`src/rtl/ext_irq_pkg.sv`:
```
// Package: shared exception codes and the take-decision kind for the
// external interrupt request controller.
package ext_irq_pkg;

    typedef logic [5:0] exc_code_t;

    // Code carried by a maskable external interrupt.
    localparam exc_code_t EXC_EXTERNAL = 6'd4;
    // Code carried by a non-maskable transfer of control.
    localparam exc_code_t EXC_XFER_CTL = 6'd33;

    typedef enum logic [1:0] {
        TAKE_NONE = 2'd0,
        TAKE_EXT  = 2'd1,
        TAKE_TOC  = 2'd2
    } take_kind_e;

endpackage

```
`src/rtl/ext_irq_bitsel.sv`:
```
// Module: ext_irq_bitsel
// Turns a bus write word and an alarm event into a one-hot-or-two set vector.
// The bit to set is the inverted low bits of the data, masked to the active
// width; the alarm always targets the top bit of the active width.
// Assumes wr_hit already includes the access-size check, and that the
// data word is at least as wide as the wide-mode index.
module ext_irq_bitsel #(
    parameter int MAX_W    = 64,
    parameter int NARROW_W = 32,
    parameter int IDX_SRC  = 6
) (
    input  logic               wide_sel,
    input  logic               wr_hit,
    input  logic [IDX_SRC-1:0] wr_low,
    input  logic               alarm,
    output logic [MAX_W-1:0]   set_vec
);

    localparam int IDX_W  = $clog2(MAX_W);
    localparam int NIDX_W = $clog2(NARROW_W);

    logic [IDX_W-1:0]  wide_idx;
    logic [NIDX_W-1:0] narrow_idx;
    logic [IDX_W-1:0]  idx_sel;
    logic [IDX_W-1:0]  top_idx;

    // Invert the low data bits for each width, then choose one.
    always_comb begin
        wide_idx   = ~wr_low[IDX_W-1:0];
        narrow_idx = ~wr_low[NIDX_W-1:0];
        idx_sel    = wide_sel ? wide_idx : IDX_W'(narrow_idx);
        top_idx    = wide_sel ? IDX_W'(MAX_W - 1) : IDX_W'(NARROW_W - 1);
    end

    // One decode comparator per request bit.
    for (genvar b = 0; b < MAX_W; b++) begin : g_dec
        assign set_vec[b] = (wr_hit && (idx_sel == IDX_W'(b)))
                         || (alarm  && (top_idx == IDX_W'(b)));
    end

endmodule

```
`src/rtl/ext_irq_reqreg.sv`:
```
// Module: ext_irq_reqreg
// Holds the request word and the enable mask. A clear is applied before a
// set in the same cycle so a fresh request is never lost. The pending level
// is derived from the stored word.
// Assumes set_vec and clr_mask are already qualified by their strobes.
module ext_irq_reqreg #(
    parameter int MAX_W = 64
) (
    input  logic             clk,
    input  logic             rst_n,
    input  logic [MAX_W-1:0] set_vec,
    input  logic             clr_en,
    input  logic [MAX_W-1:0] clr_mask,
    input  logic             mask_we,
    input  logic [MAX_W-1:0] mask_wdata,
    output logic [MAX_W-1:0] req_q,
    output logic [MAX_W-1:0] mask_q,
    output logic             pending
);

    logic [MAX_W-1:0] clr_eff;
    logic [MAX_W-1:0] req_d;

    // Next request word: clear first, then merge new sets.
    always_comb begin
        clr_eff = clr_en ? clr_mask : '0;
        req_d   = (req_q & ~clr_eff) | set_vec;
    end

    // Request word storage.
    always_ff @(posedge clk) begin
        if (!rst_n) req_q <= '0;
        else        req_q <= req_d;
    end

    // Enable mask storage.
    always_ff @(posedge clk) begin
        if (!rst_n)       mask_q <= '0;
        else if (mask_we) mask_q <= mask_wdata;
    end

    // Pending level reflects the stored word.
    assign pending = |req_q;

endmodule

```
`src/rtl/ext_irq_arb.sv`:
```
// Module: ext_irq_arb
// Latches the non-maskable request and, on each poll, chooses between it
// and an enabled maskable request. Emits a registered one-cycle pulse with
// the exception code. Assumes req and mask are the stored register values.
module ext_irq_arb
    import ext_irq_pkg::*;
#(
    parameter int MAX_W = 64
) (
    input  logic             clk,
    input  logic             rst_n,
    input  logic             poll,
    input  logic             nmi_req,
    input  logic             ien,
    input  logic [MAX_W-1:0] req,
    input  logic [MAX_W-1:0] mask,
    output logic             nmi_flag_q,
    output logic             take_valid,
    output exc_code_t        take_code
);

    take_kind_e kind;
    logic       maskable_hit;
    logic       nmi_taken;

    // Priority pick: non-maskable first, then enabled maskable.
    always_comb begin
        maskable_hit = ien && (|(req & mask));
        kind         = TAKE_NONE;
        if (poll) begin
            if (nmi_flag_q)        kind = TAKE_TOC;
            else if (maskable_hit) kind = TAKE_EXT;
        end
        nmi_taken = (kind == TAKE_TOC);
    end

    // Non-maskable flag: set by a request, dropped when taken.
    always_ff @(posedge clk) begin
        if (!rst_n) nmi_flag_q <= 1'b0;
        else        nmi_flag_q <= nmi_req || (nmi_flag_q && !nmi_taken);
    end

    // Registered take pulse and its code.
    always_ff @(posedge clk) begin
        if (!rst_n) begin
            take_valid <= 1'b0;
            take_code  <= '0;
        end else begin
            take_valid <= (kind != TAKE_NONE);
            case (kind)
                TAKE_TOC: take_code <= EXC_XFER_CTL;
                TAKE_EXT: take_code <= EXC_EXTERNAL;
                default:  take_code <= '0;
            endcase
        end
    end

endmodule

```
`src/rtl/ext_irq_ctrl.sv`:
```
// Module: ext_irq_ctrl (top)
// Per-processor external interrupt request controller. Selects the active
// width, filters bus accesses by size, decodes the set bit, keeps the
// request word and mask, and makes the take decision on each poll.
// Assumes all inputs are synchronous to clk.
module ext_irq_ctrl
    import ext_irq_pkg::*;
#(
    parameter int MAX_W     = 64,
    parameter int NARROW_W  = 32,
    parameter int DATA_W    = 32,
    parameter int SIZE_W    = 4,
    parameter int ACC_BYTES = 4
) (
    input  logic              clk,
    input  logic              rst_n,
    input  logic              cfg_arch_wide,
    input  logic              cfg_wide_default,
    input  logic              bus_wr_en,
    input  logic              bus_rd_en,
    input  logic [SIZE_W-1:0] bus_size,
    input  logic [DATA_W-1:0] bus_wdata,
    output logic [MAX_W-1:0]  bus_rdata,
    input  logic              tmr_alarm,
    input  logic              cpu_clr_en,
    input  logic [MAX_W-1:0]  cpu_clr_mask,
    input  logic              cpu_mask_we,
    input  logic [MAX_W-1:0]  cpu_mask_wdata,
    input  logic              psw_ien,
    input  logic              nmi_req,
    input  logic              cpu_poll,
    output logic              irq_pending,
    output logic              take_valid,
    output logic [5:0]        take_code
);

    localparam int IDX_W = $clog2(MAX_W);

    logic             wide_sel;
    logic             size_ok;
    logic             wr_hit;
    logic [MAX_W-1:0] set_vec;
    logic [MAX_W-1:0] req_q;
    logic [MAX_W-1:0] mask_q;
    logic             nmi_flag_q;
    exc_code_t        code_w;
    logic             unused_hi;

    // Width and access qualification.
    always_comb begin
        wide_sel = cfg_arch_wide && cfg_wide_default;
        size_ok  = (bus_size == SIZE_W'(ACC_BYTES));
        wr_hit   = bus_wr_en && size_ok;
    end

    // Data bits above the index are not decoded.
    assign unused_hi = ^bus_wdata[DATA_W-1:IDX_W];

    ext_irq_bitsel #(
        .MAX_W    (MAX_W),
        .NARROW_W (NARROW_W),
        .IDX_SRC  (IDX_W)
    ) u_bitsel (
        .wide_sel (wide_sel),
        .wr_hit   (wr_hit),
        .wr_low   (bus_wdata[IDX_W-1:0]),
        .alarm    (tmr_alarm),
        .set_vec  (set_vec)
    );

    ext_irq_reqreg #(
        .MAX_W (MAX_W)
    ) u_reqreg (
        .clk        (clk),
        .rst_n      (rst_n),
        .set_vec    (set_vec),
        .clr_en     (cpu_clr_en),
        .clr_mask   (cpu_clr_mask),
        .mask_we    (cpu_mask_we),
        .mask_wdata (cpu_mask_wdata),
        .req_q      (req_q),
        .mask_q     (mask_q),
        .pending    (irq_pending)
    );

    ext_irq_arb #(
        .MAX_W (MAX_W)
    ) u_arb (
        .clk        (clk),
        .rst_n      (rst_n),
        .poll       (cpu_poll),
        .nmi_req    (nmi_req),
        .ien        (psw_ien),
        .req        (req_q),
        .mask       (mask_q),
        .nmi_flag_q (nmi_flag_q),
        .take_valid (take_valid),
        .take_code  (code_w)
    );

    assign take_code = code_w;

    // Bus read returns the request word only on a valid-size read.
    assign bus_rdata = (bus_rd_en && size_ok) ? req_q : '0;

endmodule

```
`config.mk`:
```
export PLATFORM = sky130hd
export DESIGN_NAME = ext_irq_ctrl
export DESIGN_NICKNAME = d
export VERILOG_FILES = /design/src/rtl/ext_irq_pkg.sv /design/src/rtl/ext_irq_bitsel.sv /design/src/rtl/ext_irq_reqreg.sv /design/src/rtl/ext_irq_arb.sv /design/src/rtl/ext_irq_ctrl.sv
export SDC_FILE = /design/constraint.sdc
export NUM_CORES = 1
export LEC_CHECK = 0
export BUFFER_PORTS_ARGS = -buffer_cell sky130_fd_sc_hd__buf_4
export CAP_MARGIN = 20
export CORE_MARGIN = 2
export CORE_UTILIZATION = 40
export CTS_BUF_LIST = sky130_fd_sc_hd__clkbuf_2 sky130_fd_sc_hd__clkbuf_4 sky130_fd_sc_hd__clkbuf_8
export DETAILED_ROUTE_END_ITERATION = 10
export PLACE_DENSITY = 0.68
export SLEW_MARGIN = 20
export SYNTH_ARGS = -nofsm -noshare
export SYNTH_HDL_FRONTEND = slang
export SYNTH_SLANG_ARGS = --single-unit
```
`constraint.sdc`:
```
create_clock -name clk -period 2.2 [get_ports clk]
set_input_delay 0.44 -clock clk [delete_from_list [all_inputs] [get_ports clk]]
set_output_delay 0.44 -clock clk [all_outputs]
set_load 0.05 [all_outputs]
```
==> out/summary.txt <==
WL final = 23.2 mm
Max Slew Vio Count = 0
Largest family of logic cells by synthesized area = simple AND/OR/NAND/NOR gates
CTS tree = done
Syn Inst Count = 706
Utilization after layout = 59.2%
Pre-CTS setup slack = 0.0215 ns
#FFs+latches synth = 132
Syn. warnings = 0
Port Buffers = 218
Crit-path leading delay family = simple AND/OR/NAND/NOR gates
Post-synthesis adder-cell area fraction = 0%
Worst-margin pin slew = 0.640 ns
RSZ-0062 raised after global routing = yes
Final WS setup = -0.232 ns
Hold endpoint = u_arb.nmi_flag_q
Number of buffers and inverters on the critical path = 1
Worst-path clk slew = 0.07 ns
Power per cell area = 593 nW/µm²
EDFF count, synth = 0
Tcrit/Tclk final = 111%
DP Cell Count = 1,123
Synth Area in XOR/XNOR = 0%
Routed via count = 6,199
Remaining DRCs = 0
CP Max Fanout = 4
Area growth from synthesis to layout = 44.8%
Row count = 45
Peak Freq = 0.411 GHz
Num CTS Buffers = 17
Worst R2R End = u_arb.take_valid
Violated checks = negative setup slack
Worst vdd ir = 346 µV
Worst-Skew Late Latency = 0.45 ns
WL/cell = 20.1 µm
Async S/R FF share, synth = 0%
WHS = 0.201 ns
GR Util All Layers = 28.0%
IO Pins = 248
Critical path's largest stage delay = 0.47 ns
CP max-delay cell = or4_4
Initial antenna violation count = 0
Post-DP HPWL = 18.1 mm
Max Cap Violations = 0
Die Wd = 128 µm
Hold path depth = 2
Critical path endpoint category = primary output
Clock sinks = 132
Synth unique cells = 36
GRT overflow = 0
1st-iter DRT viols = 524
Post-synthesis mux area share = 10.3%
Data required, critical path = 1.76 ns
Reg2Reg Depth = 6
Antenna-violating nets left = 0
DR pass1 iterations = 5
Prevailing post-synth register cell = dfxtp_1
Slew HR = 57.3%
Clock Path Buffers = 2
Crit path DAT = 1.99 ns
Final-report setup violation count = 1
Worst reg-to-reg setup slack = 0.19 ns
HP Start = nmi_req
CP cell instances = nor4_1, nand4_1, or4_4, buf_8
Fin. Hold Viols = 0
DR vias/cell = 5.37
Clock Tree Root = clkbuf_8
Layout cells sized above 1 = 40.2%
Synth Area in Compound Gates = 11.5%
Post-route clock skew = 0.00425 ns
GPL Wtd Cong = 0.963
Die height = 128 µm
Min Tclk post-route = 2.43 ns
Largest net degree at the start of global routing = 65
Worst min-delay path class = in -> reg
Post-Synth Simple-Gate Area = 31.8%
Vias in the first global route = 6,137
Nets = 1,130
Critical path launch point type = register
Antenna cells = 0
H-tree lvl count = 4
Setup Fix Bufs, Post-CTS = 0
Core area = 15,100 µm²
Synthesized area = 6200 µm²
Status = finished with violations
Initial Utilization = 40.9%
Sequential element share of the synthesized area = 42.6%
Critical path type = reg -> out
Avg Cell Area, Syn = 8.78 µm²
LEAKAGE = 0.00419 µW
Die area = 16,500 µm²
Crit Reg-Reg Startpoint = u_reqreg.req_q[43]
First-pass GRT wire length = 34.1 mm
Post-Layout Cell Count = 1,155
[worst register-to-register path, delay by kind of cell (launching register included)]
kind / cells / cell delay [ns]
buffers and inverters: 1 / 0.20
and+or+nand+nor: 2 / 0.62
DFF: 1 / 0.37
AOI/OAI and AO/OA: 3 / 0.72
[where the power goes]
| group | total, µW | switching, µW | internal (µW) |
|---|---|---|---|
| Clock | 2190 | 930 | 1260 |
| Combinational | 625 | 295 | 330 |
| Sequential | 2510 | 45.7 | 2460 |
| Total | 5320 | 1270 | 4050 |
[cells by family after synthesis]
group / after synthesis
buffers and inverters: 54
AO/OA/AOI/OAI: 100
AND/OR/NAND/NOR: 355
multiplexers: 64
flip-flops: 132
other: 1
[per-layer routing]
layer	vias up	wire length, µm	track usage (%)
li1	2971	-	-
met2	260	11400	48.7
met5	-	0	0
met1	2924	9540	33.9
met4	0	655	10.3
met3	44	1640	6.36
[flip-flops by register name (all words and copies together), names as in the netlist]
register,count
u_arb.nmi_flag_q,1
u_reqreg.mask_q,64
u_arb.take_valid,1
u_reqreg.req_q,64
u_arb.take_code,2
[cell type report]
class	instances	area (µm²)
clock buffers	23	304
well taps	188	235
multi-input cells	522	3480
fillers	1402	6170
clock inverters	9	125
repair buffers	279	2180
flip-flops and latches	132	2650
inverters	2	7.51
[worst max path at each step]
| stage | from | endpoint | slack [ns] | cells past startpoint |
|---|---|---|---|---|
| final | u_reqreg.req_q[56] | irq_pending | -0.23 | 4 |
| after global routing | u_reqreg.req_q[42] | irq_pending | -0.30 | 4 |
| after CTS | u_reqreg.req_q[42] | irq_pending | -0.25 | 4 |
| after detailed placement | bus_size[1] | u_reqreg.req_q[15] | 0.02 | 6 |
| after global placement | bus_size[1] | u_reqreg.req_q[47] | 0.03 | 6 |
| after floorplan | bus_size[1] | bus_rdata[10] | 0.08 | 4 |
[through the flow]
stage	setup TNS (ns)	total power [µW]	instance area, µm²
2_1_floorplan	0	2850	6280
3_3_place_gp	0	3170	8470
3_5_place_dp	0	3180	8470
4_1_cts	-0.254	5350	8970
5_1_grt	-0.305	5490	8970
6_report	-0.232	5320	8970
[synthesized netlist by cell type, types with 2 or more instances]
| cell type | count | area share, % |
|---|---|---|
| o21ai_0 | 33 | 2.7 |
| nor3_1 | 3 | 0.24 |
| a221oi_1 | 16 | 2.3 |
| and2_1 | 33 | 3.3 |
| inv_1 | 2 | 0.12 |
| buf_1 | 6 | 0.36 |
| nand3_1 | 3 | 0.24 |
| buf_2 | 5 | 0.40 |
| nand2b_1 | 2 | 0.20 |
| a22o_1 | 16 | 2.3 |
| buf_4 | 4 | 0.48 |
| clkbuf_1 | 37 | 2.2 |
| nor2_4 | 3 | 0.55 |
| nor2_1 | 6 | 0.36 |
| nand2_1 | 106 | 6.4 |
| a22oi_1 | 30 | 3.6 |
| nand4_1 | 9 | 0.91 |
| nor4_1 | 18 | 1.8 |
| nor2b_1 | 99 | 10 |
| mux2i_1 | 64 | 10 |
| dfxtp_1 | 132 | 43 |
| and3_1 | 65 | 6.6 |
[cells in the final DEF, fill, tap and decap left out, types with 4 or more instances in the layout]
cell / instances
a221oi_1: 16
a22o_1: 16
a22oi_1: 30
and2_1: 33
and3_1: 5
and3_2: 60
buf_12: 6
buf_4: 272
clkbuf_8: 21
clkinv_2: 4
dfxtp_1: 128
dfxtp_2: 4
mux2i_1: 64
nand2_1: 106
nand4_1: 9
nor2_1: 6
nor2b_1: 99
nor4_1: 12
nor4_2: 4
o21ai_0: 33
[timing repair]
| action | in CTS | in global routing |
|---|---|---|
| hold buffers | 0 | 0 |
| pin swaps | 4 | 0 |
| gates resized for setup | 13 | 2 |
| gates cloned | 0 | 0 |
| setup endpoints to repair | 1 | 1 |
Power figures use the tool's default switching activity.
